**config.mk**
```make
export PLATFORM = sky130hd
export DESIGN_NAME = dsadc_sequencer
export DESIGN_NICKNAME = d
export VERILOG_FILES = /design/src/rtl/dsadc_pkg.sv /design/src/rtl/dsadc_phase_ctrl.sv /design/src/rtl/dsadc_counter.sv /design/src/rtl/dsadc_irq.sv /design/src/rtl/dsadc_sequencer.sv
export SDC_FILE = /design/constraint.sdc
export NUM_CORES = 1
export LEC_CHECK = 0
export BUFFER_PORTS_ARGS = -buffer_cell sky130_fd_sc_hd__buf_4
export CELL_PAD_IN_SITES_DETAIL_PLACEMENT = 1
export CELL_PAD_IN_SITES_GLOBAL_PLACEMENT = 1
export CORE_MARGIN = 2
export CORE_UTILIZATION = 44
export DETAILED_ROUTE_END_ITERATION = 8
export PLACE_DENSITY_LB_ADDON = 0.1
export SYNTH_ARGS = -nofsm -noshare
export SYNTH_HDL_FRONTEND = slang
export SYNTH_SLANG_ARGS = --single-unit
```
**constraint.sdc**
```tcl
create_clock -name clk_i -period 2.73 [get_ports clk_i]
set_clock_uncertainty 0.15 [all_clocks]
set_input_delay 0.546 -clock clk_i [delete_from_list [all_inputs] [get_ports clk_i]]
set_output_delay 0.546 -clock clk_i [all_outputs]
set_load 0.05 [all_outputs]
```
**src/rtl/dsadc_pkg.sv**
```systemverilog
package dsadc_pkg;
  typedef enum logic [1:0] {
    PH_IDLE = 2'd0,
    PH_AZ   = 2'd1,
    PH_INT  = 2'd2,
    PH_REV  = 2'd3
  } phase_e;
endpackage

```
**src/rtl/dsadc_phase_ctrl.sv**
```systemverilog
module dsadc_phase_ctrl
  import dsadc_pkg::*;
#(
  parameter int unsigned AZ_CYC  = 4,
  parameter int unsigned INT_CYC = 8,
  parameter int unsigned CNT_W   = 13,
  parameter int unsigned REV_MAX = (1 << CNT_W) - 1
) (
  input  logic             clk_i,
  input  logic             rst_ni,
  input  logic             en_wr_i,
  input  logic             en_wdata_i,
  input  logic             cmp_zero_i,
  input  logic [CNT_W-1:0] count_i,
  output logic             en_o,
  output phase_e           phase_o,
  output logic             clear_o,
  output logic             done_o
);
  localparam int unsigned LONGEST = (AZ_CYC > INT_CYC) ? AZ_CYC : INT_CYC;
  localparam int unsigned TMR_W   = $clog2(LONGEST + 1);

  logic             en_q;
  phase_e           phase_q;
  logic [TMR_W-1:0] tmr_q;
  logic             az_end, int_end;

  assign az_end  = (phase_q == PH_AZ)  && (tmr_q == TMR_W'(AZ_CYC - 1));
  assign int_end = (phase_q == PH_INT) && (tmr_q == TMR_W'(INT_CYC - 1));
  // a write of either value aborts the running conversion
  assign done_o  = (phase_q == PH_REV) && !en_wr_i &&
                   (cmp_zero_i || count_i == CNT_W'(REV_MAX));
  assign clear_o = (en_wr_i && en_wdata_i) || (int_end && !en_wr_i);

  always_ff @(posedge clk_i or negedge rst_ni) begin
    if (!rst_ni) begin
      en_q    <= 1'b0;
      phase_q <= PH_IDLE;
      tmr_q   <= '0;
    end else if (en_wr_i) begin
      en_q    <= en_wdata_i;
      phase_q <= en_wdata_i ? PH_AZ : PH_IDLE;
      tmr_q   <= '0;
    end else begin
      unique case (phase_q)
        PH_AZ: begin
          phase_q <= az_end ? PH_INT : PH_AZ;
          tmr_q   <= az_end ? '0 : tmr_q + 1'b1;
        end
        PH_INT: begin
          phase_q <= int_end ? PH_REV : PH_INT;
          tmr_q   <= int_end ? '0 : tmr_q + 1'b1;
        end
        PH_REV: if (done_o) phase_q <= PH_AZ;
        default: phase_q <= PH_IDLE;
      endcase
    end
  end

  assign en_o    = en_q;
  assign phase_o = phase_q;

  assert_off_R1: assert property (@(posedge clk_i) disable iff (!rst_ni)
    (en_wr_i && !en_wdata_i) |=> (phase_q == PH_IDLE && !en_q));
  assert_restart_R6: assert property (@(posedge clk_i) disable iff (!rst_ni)
    (en_wr_i && en_wdata_i) |=> (phase_q == PH_AZ && tmr_q == '0));
  assert_az_len_R2: assert property (@(posedge clk_i) disable iff (!rst_ni)
    (phase_q == PH_AZ) |-> (tmr_q < TMR_W'(AZ_CYC)));
  assert_auto_R10: assert property (@(posedge clk_i) disable iff (!rst_ni)
    done_o |=> (phase_q == PH_AZ));
endmodule

```
**src/rtl/dsadc_counter.sv**
```systemverilog
module dsadc_counter #(
  parameter int unsigned CNT_W = 13
) (
  input  logic             clk_i,
  input  logic             rst_ni,
  input  logic             clear_i,
  input  logic             run_i,
  input  logic             done_i,
  input  logic             cmp_pos_i,
  output logic [CNT_W-1:0] count_o,
  output logic [CNT_W-1:0] result_o,
  output logic             pol_o
);
  logic [CNT_W-1:0] cnt_q, res_q;
  logic             pol_q;

  always_ff @(posedge clk_i or negedge rst_ni) begin
    if (!rst_ni) begin
      cnt_q <= '0;
      res_q <= '0;
      pol_q <= 1'b0;
    end else begin
      if (clear_i)                cnt_q <= '0;
      else if (run_i && !done_i)  cnt_q <= cnt_q + 1'b1;
      if (done_i) begin
        res_q <= cnt_q;
        pol_q <= cmp_pos_i;
      end
    end
  end

  assign count_o  = cnt_q;
  assign result_o = res_q;
  assign pol_o    = pol_q;

  assert_zero_start_R3: assert property (@(posedge clk_i) disable iff (!rst_ni)
    $rose(run_i) |-> (cnt_q == '0));
  assert_latch_R3: assert property (@(posedge clk_i) disable iff (!rst_ni)
    done_i |=> (res_q == $past(cnt_q) && pol_q == $past(cmp_pos_i)));
  assert_hold_R12: assert property (@(posedge clk_i) disable iff (!rst_ni)
    !done_i |=> ($stable(res_q) && $stable(pol_q)));
endmodule

```
**src/rtl/dsadc_irq.sv**
```systemverilog
module dsadc_irq (
  input  logic clk_i,
  input  logic rst_ni,
  input  logic set_i,
  input  logic flag_rd_i,
  input  logic mask_wr_i,
  input  logic mask_wdata_i,
  output logic flag_o,
  output logic mask_o,
  output logic irq_o
);
  logic flag_q, mask_q;

  always_ff @(posedge clk_i or negedge rst_ni) begin
    if (!rst_ni) begin
      flag_q <= 1'b0;
      mask_q <= 1'b0;
    end else begin
      if (set_i)          flag_q <= 1'b1;
      else if (flag_rd_i) flag_q <= 1'b0;
      if (mask_wr_i)      mask_q <= mask_wdata_i;
    end
  end

  assign flag_o = flag_q;
  assign mask_o = mask_q;
  assign irq_o  = flag_q & mask_q;

  assert_set_wins_R9: assert property (@(posedge clk_i) disable iff (!rst_ni)
    set_i |=> flag_q);
  assert_rd_clear_R9: assert property (@(posedge clk_i) disable iff (!rst_ni)
    (flag_rd_i && !set_i) |=> !flag_q);
  assert_set_unmasked_R7: assert property (@(posedge clk_i) disable iff (!rst_ni)
    (set_i && !mask_q && !mask_wr_i) |=> (flag_q && !irq_o));
endmodule

```
**src/rtl/dsadc_sequencer.sv**
```systemverilog
module dsadc_sequencer
  import dsadc_pkg::*;
#(
  parameter int unsigned AZ_CYC  = 4,
  parameter int unsigned INT_CYC = 8,
  parameter int unsigned CNT_W   = 13,
  parameter int unsigned REV_MAX = (1 << CNT_W) - 1
) (
  input  logic             clk_i,
  input  logic             rst_ni,
  input  logic             en_wr_i,
  input  logic             en_wdata_i,
  input  logic             mask_wr_i,
  input  logic             mask_wdata_i,
  input  logic             flag_rd_i,
  input  logic             cmp_zero_i,
  input  logic             cmp_pos_i,
  output logic             enable_o,
  output logic             pwr_en_o,
  output logic             phase_az_o,
  output logic             phase_int_o,
  output logic             phase_rev_o,
  output logic [CNT_W-1:0] result_o,
  output logic             polarity_o,
  output logic             flag_o,
  output logic             mask_o,
  output logic             irq_o
);
  phase_e           phase;
  logic             en, clear, done;
  logic [CNT_W-1:0] count;

  dsadc_phase_ctrl #(
    .AZ_CYC(AZ_CYC), .INT_CYC(INT_CYC), .CNT_W(CNT_W), .REV_MAX(REV_MAX)
  ) u_ctrl (
    .clk_i, .rst_ni, .en_wr_i, .en_wdata_i, .cmp_zero_i,
    .count_i(count), .en_o(en), .phase_o(phase), .clear_o(clear), .done_o(done)
  );

  dsadc_counter #(.CNT_W(CNT_W)) u_cnt (
    .clk_i, .rst_ni, .clear_i(clear), .run_i(phase == PH_REV), .done_i(done),
    .cmp_pos_i, .count_o(count), .result_o, .pol_o(polarity_o)
  );

  dsadc_irq u_irq (
    .clk_i, .rst_ni, .set_i(done), .flag_rd_i, .mask_wr_i, .mask_wdata_i,
    .flag_o, .mask_o, .irq_o
  );

  assign enable_o    = en;
  assign pwr_en_o    = en;
  assign phase_az_o  = (phase == PH_AZ);
  assign phase_int_o = (phase == PH_INT);
  assign phase_rev_o = (phase == PH_REV);

  assert_one_phase_R2: assert property (@(posedge clk_i) disable iff (!rst_ni)
    $onehot0({phase_az_o, phase_int_o, phase_rev_o}));
  assert_unpowered_idle_R1: assert property (@(posedge clk_i) disable iff (!rst_ni)
    !pwr_en_o |-> !(phase_az_o || phase_int_o || phase_rev_o));
  assert_irq_gate_R8: assert property (@(posedge clk_i) disable iff (!rst_ni)
    irq_o |-> (flag_o && mask_o));
endmodule

```
==> results.json <==
{
  "status": "complete, no violations",
  "ctsRootBufferMaster": "clkbuf_8",
  "drt-pass1-iter-count": 4,
  "synth.avg_cell_area_sq_um": 11.2,
  "setup_viol": 0,
  "start_kind": "flop",
  "path_delay_family": "simple AND/OR/NAND/NOR gates",
  "fp-row-count": 24,
  "numCtsBuffers": 5,
  "finalCritPeriodShare_pct": 82.8,
  "cp.arrival_ns": 2.28,
  "cpMaxStageDelayCell": "nor4_4",
  "hold_violations": 0,
  "grt_use_total_pct": 18.9,
  "slew_violations": 0,
  "overflow": 0,
  "synth_top_area_share_pct": 46.6,
  "detail-route-antenna-nets": 0,
  "drt_iter0_drc": 92,
  "endpoint_kind": "flop",
  "die_w_um": 70.3,
  "synthArstFlopShare_pct": 100,
  "dr_total_vias": 1485,
  "antenna_found_initial": 0,
  "worst-path-max-fanout": 15,
  "synth_largest_area_cell": "dfrtp_1",
  "synth-edff-count": 0,
  "post_drt_wl_per_cell_um": 17.1,
  "min_period_ns": 2.26,
  "hpwl_um": 3170,
  "cts.clk_slew.worst_paths_ns": 0.07,
  "slowest_delay_ns": 0.44,
  "postCtsHoldBufs": 0,
  "power_density_nw_per_um2": 453,
  "synthesis.nets": 184,
  "placedCellCount": 247,
  "leakage_nw": 1.06,
  "yosys_warnings": 0,
  "syn_area_sq_um": 1930,
  "grt_first_pass_wirelength_um": 7440,
  "required_ns": 2.75,
  "fin_area_sq_um": 2270,
  "clock_latency_ns": 0.28,
  "drv_cap": 0,
  "rsz0062_at_grt": "no",
  "diodes": 0,
  "htreeDepth": 2,
  "slew_headroom_pct": 55.6,
  "drive_gt1_share_pct": 31.0,
  "dieArea_sq_um": 4940,
  "vias_per_cell": 5.82,
  "wl_um": 4360,
  "tightest_slew_ns": 0.666,
  "cts_resized": 0,
  "place_area_sq_um": 2170,
  "hold_path_class": "input port to async pin",
  "core_sq_um": 4290,
  "ctsLongestPathBuffers": 2,
  "path_buf_inv": 0,
  "crit_chain": "ha_1 -> nand4_2 -> nor4_4 -> o21a_4 -> mux2_2",
  "grt_max_degree": 37,
  "ys_types": 46,
  "grt_pass1_vias": 1543,
  "synth-seq-cells": 36,
  "cts_tree": "built",
  "synthCells": 173,
  "gp_congestion": 0.789,
  "max_freq_mhz": 442,
  "io_pins": 31,
  "crit_type": "flop to flop",
  "initial_utilization_pct": 45.0,
  "syn2layout_area_growth_pct": 17.4,
  "drc": 0,
  "ys_seq_area_share_pct": 46.6,
  "cts_setup_buffers": 0,
  "clock-sinks": 36,
  "finalNonFillerCells": 255,
  "fin_nets": 213,
  "synth_area_leaders": "dfrtp_1 47%, mux2_4 7.0%, a21oi_1 4.1%",
  "chipHeight_um": 70.3,
  "setup_total_negative_slack_ns": 0,
  "ys.flop_type": "dfrtp_1",
  "io_buffers": 30,
  "peakVddDrop_mv": 0.243
}
-- power breakdown --
group / switching (W) / internal [W]
Clock: 0.000184 / 0.000205
Combinational: 0.0000566 / 0.0000296
Sequential: 0.0000105 / 0.000541
Total: 0.000251 / 0.000776
-- metal layers --
layer  track usage, %  up-vias  share of wire [%]
li1                 -      708                  -
met1             24.7      747                 47
met2             31.7       26                 49
met3             4.18        4                3.1
met4             4.70        0               0.89
met5                0        -                  0
-- cell usage in the layout, fill, tap and decap left out, types with 2 or more instances in the layout --
master / Yosys / final
o21ai_0: 4 / 4
mux2_2: 7 / 7
nand4_1: 4 / 4
a211oi_1: 3 / 3
a21o_1: 3 / 3
and2_1: 2 / 2
and4_2: 2 / 2
or4_1: 7 / 7
mux2_4: 9 / 9
a21oi_1: 16 / 16
o31ai_1: 7 / 7
nand2_1: 8 / 8
and3_1: 2 / 2
ha_1: 2 / 2
inv_1: 8 / 8
nand3_1: 4 / 4
nor2b_1: 4 / 4
nor3b_1: 2 / 2
dfrtp_1: 36 / 36
clkbuf_8: 0 / 6
nor2_1: 4 / 4
buf_4: 1 / 31
mux2i_1: 3 / 3
nand2b_1: 4 / 4
o21bai_1: 2 / 2
a311oi_1: 2 / 2
nor4_4: 2 / 2
-- kinds of logic (layout without fill, tap and decap cells) --
kind of cell,Yosys count,count (layout),synth area share [%]
and+or+nand+nor,51,51,17.8
AOI/OAI and AO/OA,47,47,16.7
DFF,36,36,46.6
muxes,19,19,12.6
buffers and inverters,17,47,4.47
adders and majority gates,2,2,1.30
xor gates and xnor gates,1,1,0.453
-- final timing paths --
check	from	end	slack (ns)	cells past startpoint
worst min-delay path	rst_ni	u_cnt.result_o[5]$_DFFE_PN0P_	0.07	1
max in group asynchronous	rst_ni	u_cnt.count_o[9]$_DFFE_PN0P_	2.03	1
worst max register to register	u_cnt.count_o[1]$_DFFE_PN0P_	u_cnt.result_o[0]$_DFFE_PN0P_	0.47	5
worst min register to register	u_cnt.result_o[3]$_DFFE_PN0P_	u_cnt.result_o[3]$_DFFE_PN0P_	0.37	1
min in group clk_i	cmp_pos_i	u_cnt.pol_o$_DFFE_PN0P_	0.35	2
worst max-delay path	u_cnt.count_o[1]$_DFFE_PN0P_	u_cnt.result_o[0]$_DFFE_PN0P_	0.47	5
-- metrics by stage --
| stage | util [%] | power [W] | hold slack [ns] | setup slack [ns] |
|---|---|---|---|---|
| floorplan | - | 0.000612 | 0.100 | 0.503 |
| global placement | 50.6 | 0.000645 | 0.340 | 0.527 |
| detailed placement | 50.6 | 0.000649 | 0.353 | 0.463 |
| CTS | 52.8 | 0.00104 | 0.0773 | 0.440 |
| global route | 52.8 | 0.00107 | 0.0937 | 0.345 |
| finish | 52.8 | 0.00103 | 0.0656 | 0.469 |
-- Yosys cell counts (3+ instances only) --
cell type,n
mux2_2,7
nand2b_1,4
nand2_1,8
mux2i_1,3
nand4_1,4
o21ai_0,4
nand3_1,4
nor2_1,4
or4_1,7
a21oi_1,16
inv_1,8
clkbuf_1,5
mux2_4,9
a211oi_1,3
nor2b_1,4
dfrtp_1,36
a21o_1,3
o31ai_1,7
-- cell type report --
class                      instances  area, sq um
clock inverter                     1         7.51
sequential                        36          901
fill                             479         2030
inverter                           8         30.0
timing repair buffer              31          233
multi-input combinational        120          945
tap                               52         65.1
clock buffer                       7         86.3
-- sequential cells by signal, indices dropped and copies added, names as in the netlist --
register and count:
u_cnt.count_o 13, u_cnt.pol_o 1, u_cnt.result_o 13, u_ctrl.en_o 1, u_ctrl.phase_o 2, u_ctrl.tmr_q 4, u_irq.flag_o 1, u_irq.mask_o 1
No activity file was read; power rests on OpenSTA's default activity.
